--- src/rtl/scsi_irq_pkg.sv ---
package scsi_irq_pkg;

    localparam int DW = 8;
    localparam int AW = 2;

    // status word 0 bit positions
    localparam int S0_PAR  = 0;
    localparam int S0_BRST = 1;
    localparam int S0_DISC = 2;
    // status word 1 bit positions
    localparam int S1_GPT  = 1;
    localparam int S1_STO  = 2;

    localparam logic [DW-1:0] S0_IMPL = (DW'(1) << S0_PAR) | (DW'(1) << S0_BRST) | (DW'(1) << S0_DISC);
    localparam logic [DW-1:0] S1_IMPL = (DW'(1) << S1_GPT) | (DW'(1) << S1_STO);

    typedef enum logic [AW-1:0] {
        A_STAT0 = 2'd0,
        A_STAT1 = 2'd1,
        A_MASK0 = 2'd2,
        A_MASK1 = 2'd3
    } reg_addr_e;

    typedef enum logic {
        RS_IDLE = 1'b0,
        RS_HELD = 1'b1
    } rst_state_e;

    typedef enum logic {
        RP_IDLE = 1'b0,
        RP_RESP = 1'b1
    } rp_state_e;

endpackage

--- src/rtl/scsi_rst_edge.sv ---
module scsi_rst_edge #(
    parameter int SYNC_STAGES = 2
) (
    input  logic clk,
    input  logic rst_n,
    input  logic line_i,
    output logic pulse_o
);
    import scsi_irq_pkg::*;

    logic       line_s;
    rst_state_e state_q, state_d;

    generate
        if (SYNC_STAGES > 0) begin : g_sync
            logic [SYNC_STAGES-1:0] chain_q;
            always_ff @(posedge clk) begin
                if (!rst_n) chain_q <= '0;
                else        chain_q <= {chain_q[SYNC_STAGES-2:0], line_i};
            end
            assign line_s = chain_q[SYNC_STAGES-1];
        end else begin : g_nosync
            assign line_s = line_i;
        end
    endgenerate

    always_ff @(posedge clk) begin
        if (!rst_n) state_q <= RS_IDLE;
        else        state_q <= state_d;
    end

    always_comb begin
        state_d = state_q;
        pulse_o = 1'b0;
        unique case (state_q)
            RS_IDLE: begin
                if (line_s) begin
                    state_d = RS_HELD;
                    pulse_o = 1'b1;
                end
            end
            RS_HELD: begin
                if (!line_s) state_d = RS_IDLE;
            end
        endcase
    end

endmodule

--- src/rtl/scsi_evt_qual.sv ---
module scsi_evt_qual #(
    parameter int W = 8
) (
    input  logic         init_mode,
    input  logic         lowlvl_mode,
    input  logic         tgt_disc,
    input  logic         disc_expected,
    input  logic         rst_pulse,
    input  logic         par_err,
    input  logic         par_chk_en,
    input  logic         sel_timeout,
    input  logic         gp_expire,
    output logic [W-1:0] set0_o,
    output logic [W-1:0] set1_o
);
    import scsi_irq_pkg::*;

    logic disc_counts;

    always_comb begin
        // low-level mode reports every disconnect; initiator only unexpected ones
        disc_counts = tgt_disc && (lowlvl_mode || (init_mode && !disc_expected));

        set0_o          = '0;
        set0_o[S0_DISC] = disc_counts || sel_timeout;
        set0_o[S0_BRST] = rst_pulse;
        set0_o[S0_PAR]  = par_err && par_chk_en;

        set1_o          = '0;
        set1_o[S1_STO]  = sel_timeout;
        set1_o[S1_GPT]  = gp_expire;
    end

endmodule

--- src/rtl/scsi_stat_reg.sv ---
module scsi_stat_reg #(
    parameter int             W    = 8,
    parameter logic [W-1:0]   IMPL = '1
) (
    input  logic         clk,
    input  logic         rst_n,
    input  logic [W-1:0] set_i,
    input  logic         clr_i,
    output logic [W-1:0] q_o
);
    logic [W-1:0] q;

    genvar i;
    generate
        for (i = 0; i < W; i++) begin : g_bit
            if (IMPL[i]) begin : g_impl
                always_ff @(posedge clk) begin
                    if (!rst_n)        q[i] <= 1'b0;
                    else if (set_i[i]) q[i] <= 1'b1;   // set wins over clear
                    else if (clr_i)    q[i] <= 1'b0;
                end
            end else begin : g_rsvd
                assign q[i] = 1'b0;
            end
        end
    endgenerate

    assign q_o = q;

endmodule

--- src/rtl/scsi_reg_port.sv ---
module scsi_reg_port #(
    parameter int W = 8,
    parameter int A = 2
) (
    input  logic         clk,
    input  logic         rst_n,
    input  logic         rd_en,
    input  logic [A-1:0] rd_addr,
    input  logic         wr_en,
    input  logic [A-1:0] wr_addr,
    input  logic [W-1:0] wr_data,
    input  logic [W-1:0] stat0_i,
    input  logic [W-1:0] stat1_i,
    output logic         clr0_o,
    output logic         clr1_o,
    output logic [W-1:0] mask0_o,
    output logic [W-1:0] mask1_o,
    output logic [W-1:0] rd_data,
    output logic         rd_valid,
    output logic         irq
);
    import scsi_irq_pkg::*;

    rp_state_e    state_q, state_d;
    logic [W-1:0] mask0_q, mask1_q, rdata_q, rmux;

    always_ff @(posedge clk) begin
        if (!rst_n) state_q <= RP_IDLE;
        else        state_q <= state_d;
    end

    always_comb begin
        state_d = state_q;
        unique case (state_q)
            RP_IDLE: if (rd_en)  state_d = RP_RESP;
            RP_RESP: if (!rd_en) state_d = RP_IDLE;
        endcase
    end

    always_comb begin
        unique case (reg_addr_e'(rd_addr))
            A_STAT0: rmux = stat0_i;
            A_STAT1: rmux = stat1_i;
            A_MASK0: rmux = mask0_q;
            A_MASK1: rmux = mask1_q;
        endcase
    end

    always_ff @(posedge clk) begin
        if (!rst_n) begin
            mask0_q <= '0;
            mask1_q <= '0;
            rdata_q <= '0;
        end else begin
            if (rd_en) rdata_q <= rmux;
            if (wr_en && reg_addr_e'(wr_addr) == A_MASK0) mask0_q <= wr_data;
            if (wr_en && reg_addr_e'(wr_addr) == A_MASK1) mask1_q <= wr_data;
        end
    end

    assign clr0_o   = rd_en && reg_addr_e'(rd_addr) == A_STAT0;
    assign clr1_o   = rd_en && reg_addr_e'(rd_addr) == A_STAT1;
    assign mask0_o  = mask0_q;
    assign mask1_o  = mask1_q;
    assign rd_data  = rdata_q;
    assign rd_valid = (state_q == RP_RESP);
    assign irq      = |(stat0_i & mask0_q) || |(stat1_i & mask1_q);

endmodule

--- src/rtl/scsi_irq_latch.sv ---
module scsi_irq_latch #(
    parameter int SYNC_STAGES = 2
) (
    input  logic       clk,
    input  logic       rst_n,
    input  logic       init_mode,
    input  logic       lowlvl_mode,
    input  logic       tgt_disc,
    input  logic       disc_expected,
    input  logic       bus_rst_line,
    input  logic       par_err,
    input  logic       par_chk_en,
    input  logic       sel_timeout,
    input  logic       gp_expire,
    input  logic       rd_en,
    input  logic [1:0] rd_addr,
    input  logic       wr_en,
    input  logic [1:0] wr_addr,
    input  logic [7:0] wr_data,
    output logic [7:0] rd_data,
    output logic       rd_valid,
    output logic       irq
);
    import scsi_irq_pkg::*;

    logic          rst_pulse;
    logic [DW-1:0] set0, set1, stat0_q, stat1_q, mask0_q, mask1_q;
    logic          clr0, clr1;

    scsi_rst_edge #(.SYNC_STAGES(SYNC_STAGES)) u_edge (
        .clk     (clk),
        .rst_n   (rst_n),
        .line_i  (bus_rst_line),
        .pulse_o (rst_pulse)
    );

    scsi_evt_qual #(.W(DW)) u_qual (
        .init_mode     (init_mode),
        .lowlvl_mode   (lowlvl_mode),
        .tgt_disc      (tgt_disc),
        .disc_expected (disc_expected),
        .rst_pulse     (rst_pulse),
        .par_err       (par_err),
        .par_chk_en    (par_chk_en),
        .sel_timeout   (sel_timeout),
        .gp_expire     (gp_expire),
        .set0_o        (set0),
        .set1_o        (set1)
    );

    scsi_stat_reg #(.W(DW), .IMPL(S0_IMPL)) u_stat0 (
        .clk   (clk),
        .rst_n (rst_n),
        .set_i (set0),
        .clr_i (clr0),
        .q_o   (stat0_q)
    );

    scsi_stat_reg #(.W(DW), .IMPL(S1_IMPL)) u_stat1 (
        .clk   (clk),
        .rst_n (rst_n),
        .set_i (set1),
        .clr_i (clr1),
        .q_o   (stat1_q)
    );

    scsi_reg_port #(.W(DW), .A(AW)) u_port (
        .clk      (clk),
        .rst_n    (rst_n),
        .rd_en    (rd_en),
        .rd_addr  (rd_addr),
        .wr_en    (wr_en),
        .wr_addr  (wr_addr),
        .wr_data  (wr_data),
        .stat0_i  (stat0_q),
        .stat1_i  (stat1_q),
        .clr0_o   (clr0),
        .clr1_o   (clr1),
        .mask0_o  (mask0_q),
        .mask1_o  (mask1_q),
        .rd_data  (rd_data),
        .rd_valid (rd_valid),
        .irq      (irq)
    );

endmodule

--- config.mk ---
export PLATFORM = sky130hd
export DESIGN_NAME = scsi_irq_latch
export DESIGN_NICKNAME = d
export VERILOG_FILES = /design/src/rtl/scsi_irq_pkg.sv /design/src/rtl/scsi_rst_edge.sv /design/src/rtl/scsi_evt_qual.sv /design/src/rtl/scsi_stat_reg.sv /design/src/rtl/scsi_reg_port.sv /design/src/rtl/scsi_irq_latch.sv
export SDC_FILE = /design/constraint.sdc
export NUM_CORES = 1
export LEC_CHECK = 0
export BUFFER_PORTS_ARGS = -buffer_cell sky130_fd_sc_hd__buf_2
export CAP_MARGIN = 5
export CORE_MARGIN = 2
export CORE_UTILIZATION = 51
export DETAILED_ROUTE_END_ITERATION = 10
export PLACE_DENSITY = 0.82
export SYNTH_ARGS = -nofsm -noshare
export SYNTH_HDL_FRONTEND = slang
export SYNTH_SLANG_ARGS = --single-unit
export TNS_END_PERCENT = 1
--- constraint.sdc ---
create_clock -name clk -period 1.44 [get_ports clk]
set_clock_uncertainty 0.1 [all_clocks]
set_input_delay 0.288 -clock clk [delete_from_list [all_inputs] [get_ports clk]]
set_output_delay 0.288 -clock clk [all_outputs]
set_load 0.02 [all_outputs]
==> flow_results.org <==
** Power
- Maximum vdd ir drop :: ~0.00075 V
- Power density of the placed cells :: between 1000 and 1500 nW/um2
- In this run the static leakage power is approximately 0.00077 uW.
- Summing internal, switching and leakage power gives approximately 1600 uW.

** Finish
- Post-layout util :: 0.649
- Filler cell count :: roughly 230
- Number of antenna repair diodes :: 0
- The area growth from synthesis to layout is 19.1%.
- Final layout net count :: 191
- Fraction of final layout cells sized beyond drive strength 1 :: 0.299
- Post-route cell area :: between 1500 and 2000 um2
- The count of cells in the finished layout, fillers not included, comes to just under 200.

** Logic synthesis
- Netlist cell types :: 21
- The share of synthesized area in the top cell type comes to 0.485.
- Summing every instance area after synthesis gives 1360 um2.
- The cell count after synthesis came out at around 130.
- List of most frequent post-synthesis cells :: sky130_fd_sc_hd__dfxtp_1, sky130_fd_sc_hd__mux2i_1, sky130_fd_sc_hd__nor2b_1
- In this run, synthesis produced a sequential element count of 33.
- Number of enable flip-flop cells after synthesis :: 0
- Dividing the synthesized area by the synthesized cell count gives between 10 and 15 um2.
- Synth Flop Type :: sky130_fd_sc_hd__dfxtp_1
- Synthesis produced a netlist with a net count of between 150 and 200.
- Most frequent cell after synthesis :: sky130_fd_sc_hd__dfxtp_1
- Yosys printed 0 warnings.
- Cell taking the most area after synthesis :: sky130_fd_sc_hd__dfxtp_1
- Main area contributors after synthesis :: sky130_fd_sc_hd__dfxtp_1, sky130_fd_sc_hd__mux2i_1, sky130_fd_sc_hd__nor2b_1
- Share of synthesized area occupied by flip-flops and latches :: 0.485
- For this run, asynchronously set or reset flops after synthesis account for 0.

** Detailed routing
- The first TritonRoute pass finished after 5 iterations.
- Routed length per placed instance :: 12.9 um
- DRC viols :: 0
- Detailed routing inserted a total of 999 vias.
- The count of nets left with antenna violations once routing finished came out at 0.
- Using the TritonRoute via totals, the vias-per-cell ratio works out to 5.07.
- Final wirelength :: 2540 um
- DRT iter0 DRCs :: 17

** Global route
- First-pass GRT wire length :: about 4300 um
- Maximum number of pins on one net before global-route repair :: 30
- Overall track demand over capacity in global routing :: 0.182
- The total overflow left after global routing is 0.
- The number of global-route vias before repair was about 940.
- Number of antenna violations at the first check in global routing :: 0

** Clock network
- TritonCTS built the clock tree.
- The clock drives 33 sinks.
- Clock-pin slew was measured on the worst setup and hold paths at 0.09 ns.
- Counting along the longest clock path gives a buffer depth of 2.
- The cell sitting at the root of the clock tree is a sky130_fd_sc_hd__clkbuf_4.
- CTS Buf Count :: 5
- At the later pin of the worst-skew pair, clock insertion delay measures 0.34 ns.
- H-tree Lvls :: 2

** STA
- Final setup margin :: -0.199 ns
- The final-report max-slew violation count came to 0.
- Peak Freq :: between 600 and 700 MHz
- Setup repair after global routing could not meet its margin everywhere.
- Worst slew pin tran :: ~0.36 ns
- Min Hold Slack :: between 0.05 and 0.06 ns
- The final hold violation count is 0.
- Setup violations remaining at the end of the flow were counted as 1.
- Measured against its own limit, the worst slew margin works out to 0.757.
- In the finished design, the share of the clock period the worst path needs comes to 1.14.
- The worst path in the final design needs a cycle of 1.64 ns, including I/O delays and setup.

** Setup path
- Req. time, crit path :: 1.05 ns
- Worst path cell trace :: a222oi_1, nand2_1, buf_6
- Critical Setup Path Class :: reg -> out
- Type of origin of the critical path :: flip-flop
- Delay of the slowest critical-path stage :: between 0.3 and 0.4 ns
- On the critical path the largest part of the delay comes from flip-flops.
- Highest net fanout along the worst path :: 2
- On the critical path, the stage with the largest delay is an instance of sky130_fd_sc_hd__dfxtp_2.
- At the worst endpoint, the arrival time is 1.25 ns.
- Number of buffer and inverter instances along the worst setup path :: 1
- Nature of the critical path endpoint :: output pin

** Placed design
- Placed instance area :: 1550 um2
- Number of placed cells counting well taps :: about 190
- At the end of routability-driven placement, the weighted congestion stood at ~0.79.
- Quantity of I/O buffers inserted on ports :: 34

** Floorplan
- In this run the vertical extent of the chip is 55.7 um.
- In this run the horizontal extent of the chip is approximately 56 um.
- The die covers around 3100 um2.
- 35 I/O pins were placed.
- After floorplanning, the core was divided into 18 placement rows.
- Initial cell density of the core :: 0.545
- Core area :: around 2500 um2

** Min path
- Worst Hold Class :: in -> reg

** Flow run
- Across the run, the number of max-cap violations was 0.

** Outcome
- Outcome :: finished, violations left
- The final reports fail on setup timing.
## final cells by class
| cell class | instances | area, um2 | area share |
|---|---|---|---|
| clock buffers | 6 | 41.3 | 0.0255 |
| clock inverters | 2 | 10.0 | 0.00617 |
| inverters | 5 | 18.8 | 0.0116 |
| multi-input cells | 83 | 644 | 0.397 |
| flip-flops and latches | 33 | 663 | 0.409 |
| well taps | 30 | 37.5 | 0.0231 |
| repair buffers | 38 | 206 | 0.127 |
## flip-flops by register name, summed over array words and instances, names as in the netlist
| signal | cells |
|---|---|
| u_stat1.q_o | 2 |
| u_edge.g_sync.chain_q | 2 |
| u_port.mask1_o | 8 |
| u_port.mask0_o | 8 |
| u_port.rd_data | 8 |
| u_port.rd_valid | 1 |
| u_stat0.q_o | 3 |
| u_edge.state_q | 1 |
## worst reg2reg max path, stage by stage (launching register included)
cell                      delay [ns]
sky130_fd_sc_hd__dfxtp_1        0.35
sky130_fd_sc_hd__mux4_2         0.47
sky130_fd_sc_hd__mux2i_1        0.14
sky130_fd_sc_hd__nor2b_1        0.06
## where the power goes
part           switching (uW)  leakage, uW  internal (uW)  total [uW]
registers                21.9     0.000270            948         970
logic                    88.0     0.000473           98.8         187
clock network             305    0.0000320            186         491
## cell usage in the layout, fill, tap and decap left out, types with 4 or more instances in the layout
cell type / count
sky130_fd_sc_hd__o22ai_1: 5
sky130_fd_sc_hd__and2_1: 9
sky130_fd_sc_hd__clkbuf_4: 5
sky130_fd_sc_hd__mux2i_1: 24
sky130_fd_sc_hd__buf_2: 33
sky130_fd_sc_hd__dfxtp_1: 31
sky130_fd_sc_hd__inv_1: 5
sky130_fd_sc_hd__a21oi_1: 5
sky130_fd_sc_hd__buf_4: 4
sky130_fd_sc_hd__nor2b_1: 24
## stage by stage
step / setup WS (ns) / setup TNS, ns
2_1_floorplan: 0.181 / 0
3_3_place_gp: 0.0860 / 0
3_5_place_dp: 0.0605 / 0
4_1_cts: -0.208 / -0.208
5_1_grt: -0.264 / -0.264
6_report: -0.199 / -0.199
## worst paths after layout
kind / startpoint / end / slack [ns] / cells past startpoint
hold reg to reg: u_edge.g_sync.chain_q[1]$_SDFF_PN0_ / u_edge.state_q$_SDFF_PN0_ / 0.36 / 1
hold / removal: bus_rst_line / u_edge.g_sync.chain_q[0]$_SDFF_PN0_ / 0.06 / 2
setup reg to reg: u_port.mask1_o[2]$_SDFFE_PN0P_ / u_port.rd_data[2]$_SDFFE_PN0P_ / 0.23 / 3
setup / recovery: u_stat0.q_o[0]$_SDFFE_PN0P_ / irq / -0.20 / 3
## per-layer routing
metal  up-vias  part of all wire  GRT usage
met5         -                 0          0
met4         0             0.020     0.0732
met3         7             0.068     0.0837
met2        30              0.46      0.276
met1       445              0.45      0.224
li1        517                 -          -
## repair_timing
item                                    CTS  global route
pin swaps                                 2             0
resized for setup                         3             1
setup buffers                             1             0
endpoints found under the setup margin    1             1
hold buffers                              0             0
## cell families (layout without fill, tap and decap cells)
| kind of cell | after synthesis | count (layout) | synth area share |
|---|---|---|---|
| compound gates | 17 | 17 | 0.0781 |
| buf+inv | 12 | 51 | 0.0414 |
| flops | 33 | 33 | 0.485 |
| mux | 26 | 26 | 0.210 |
| simple gates | 40 | 40 | 0.186 |
(Power assumes the default switching activity.)
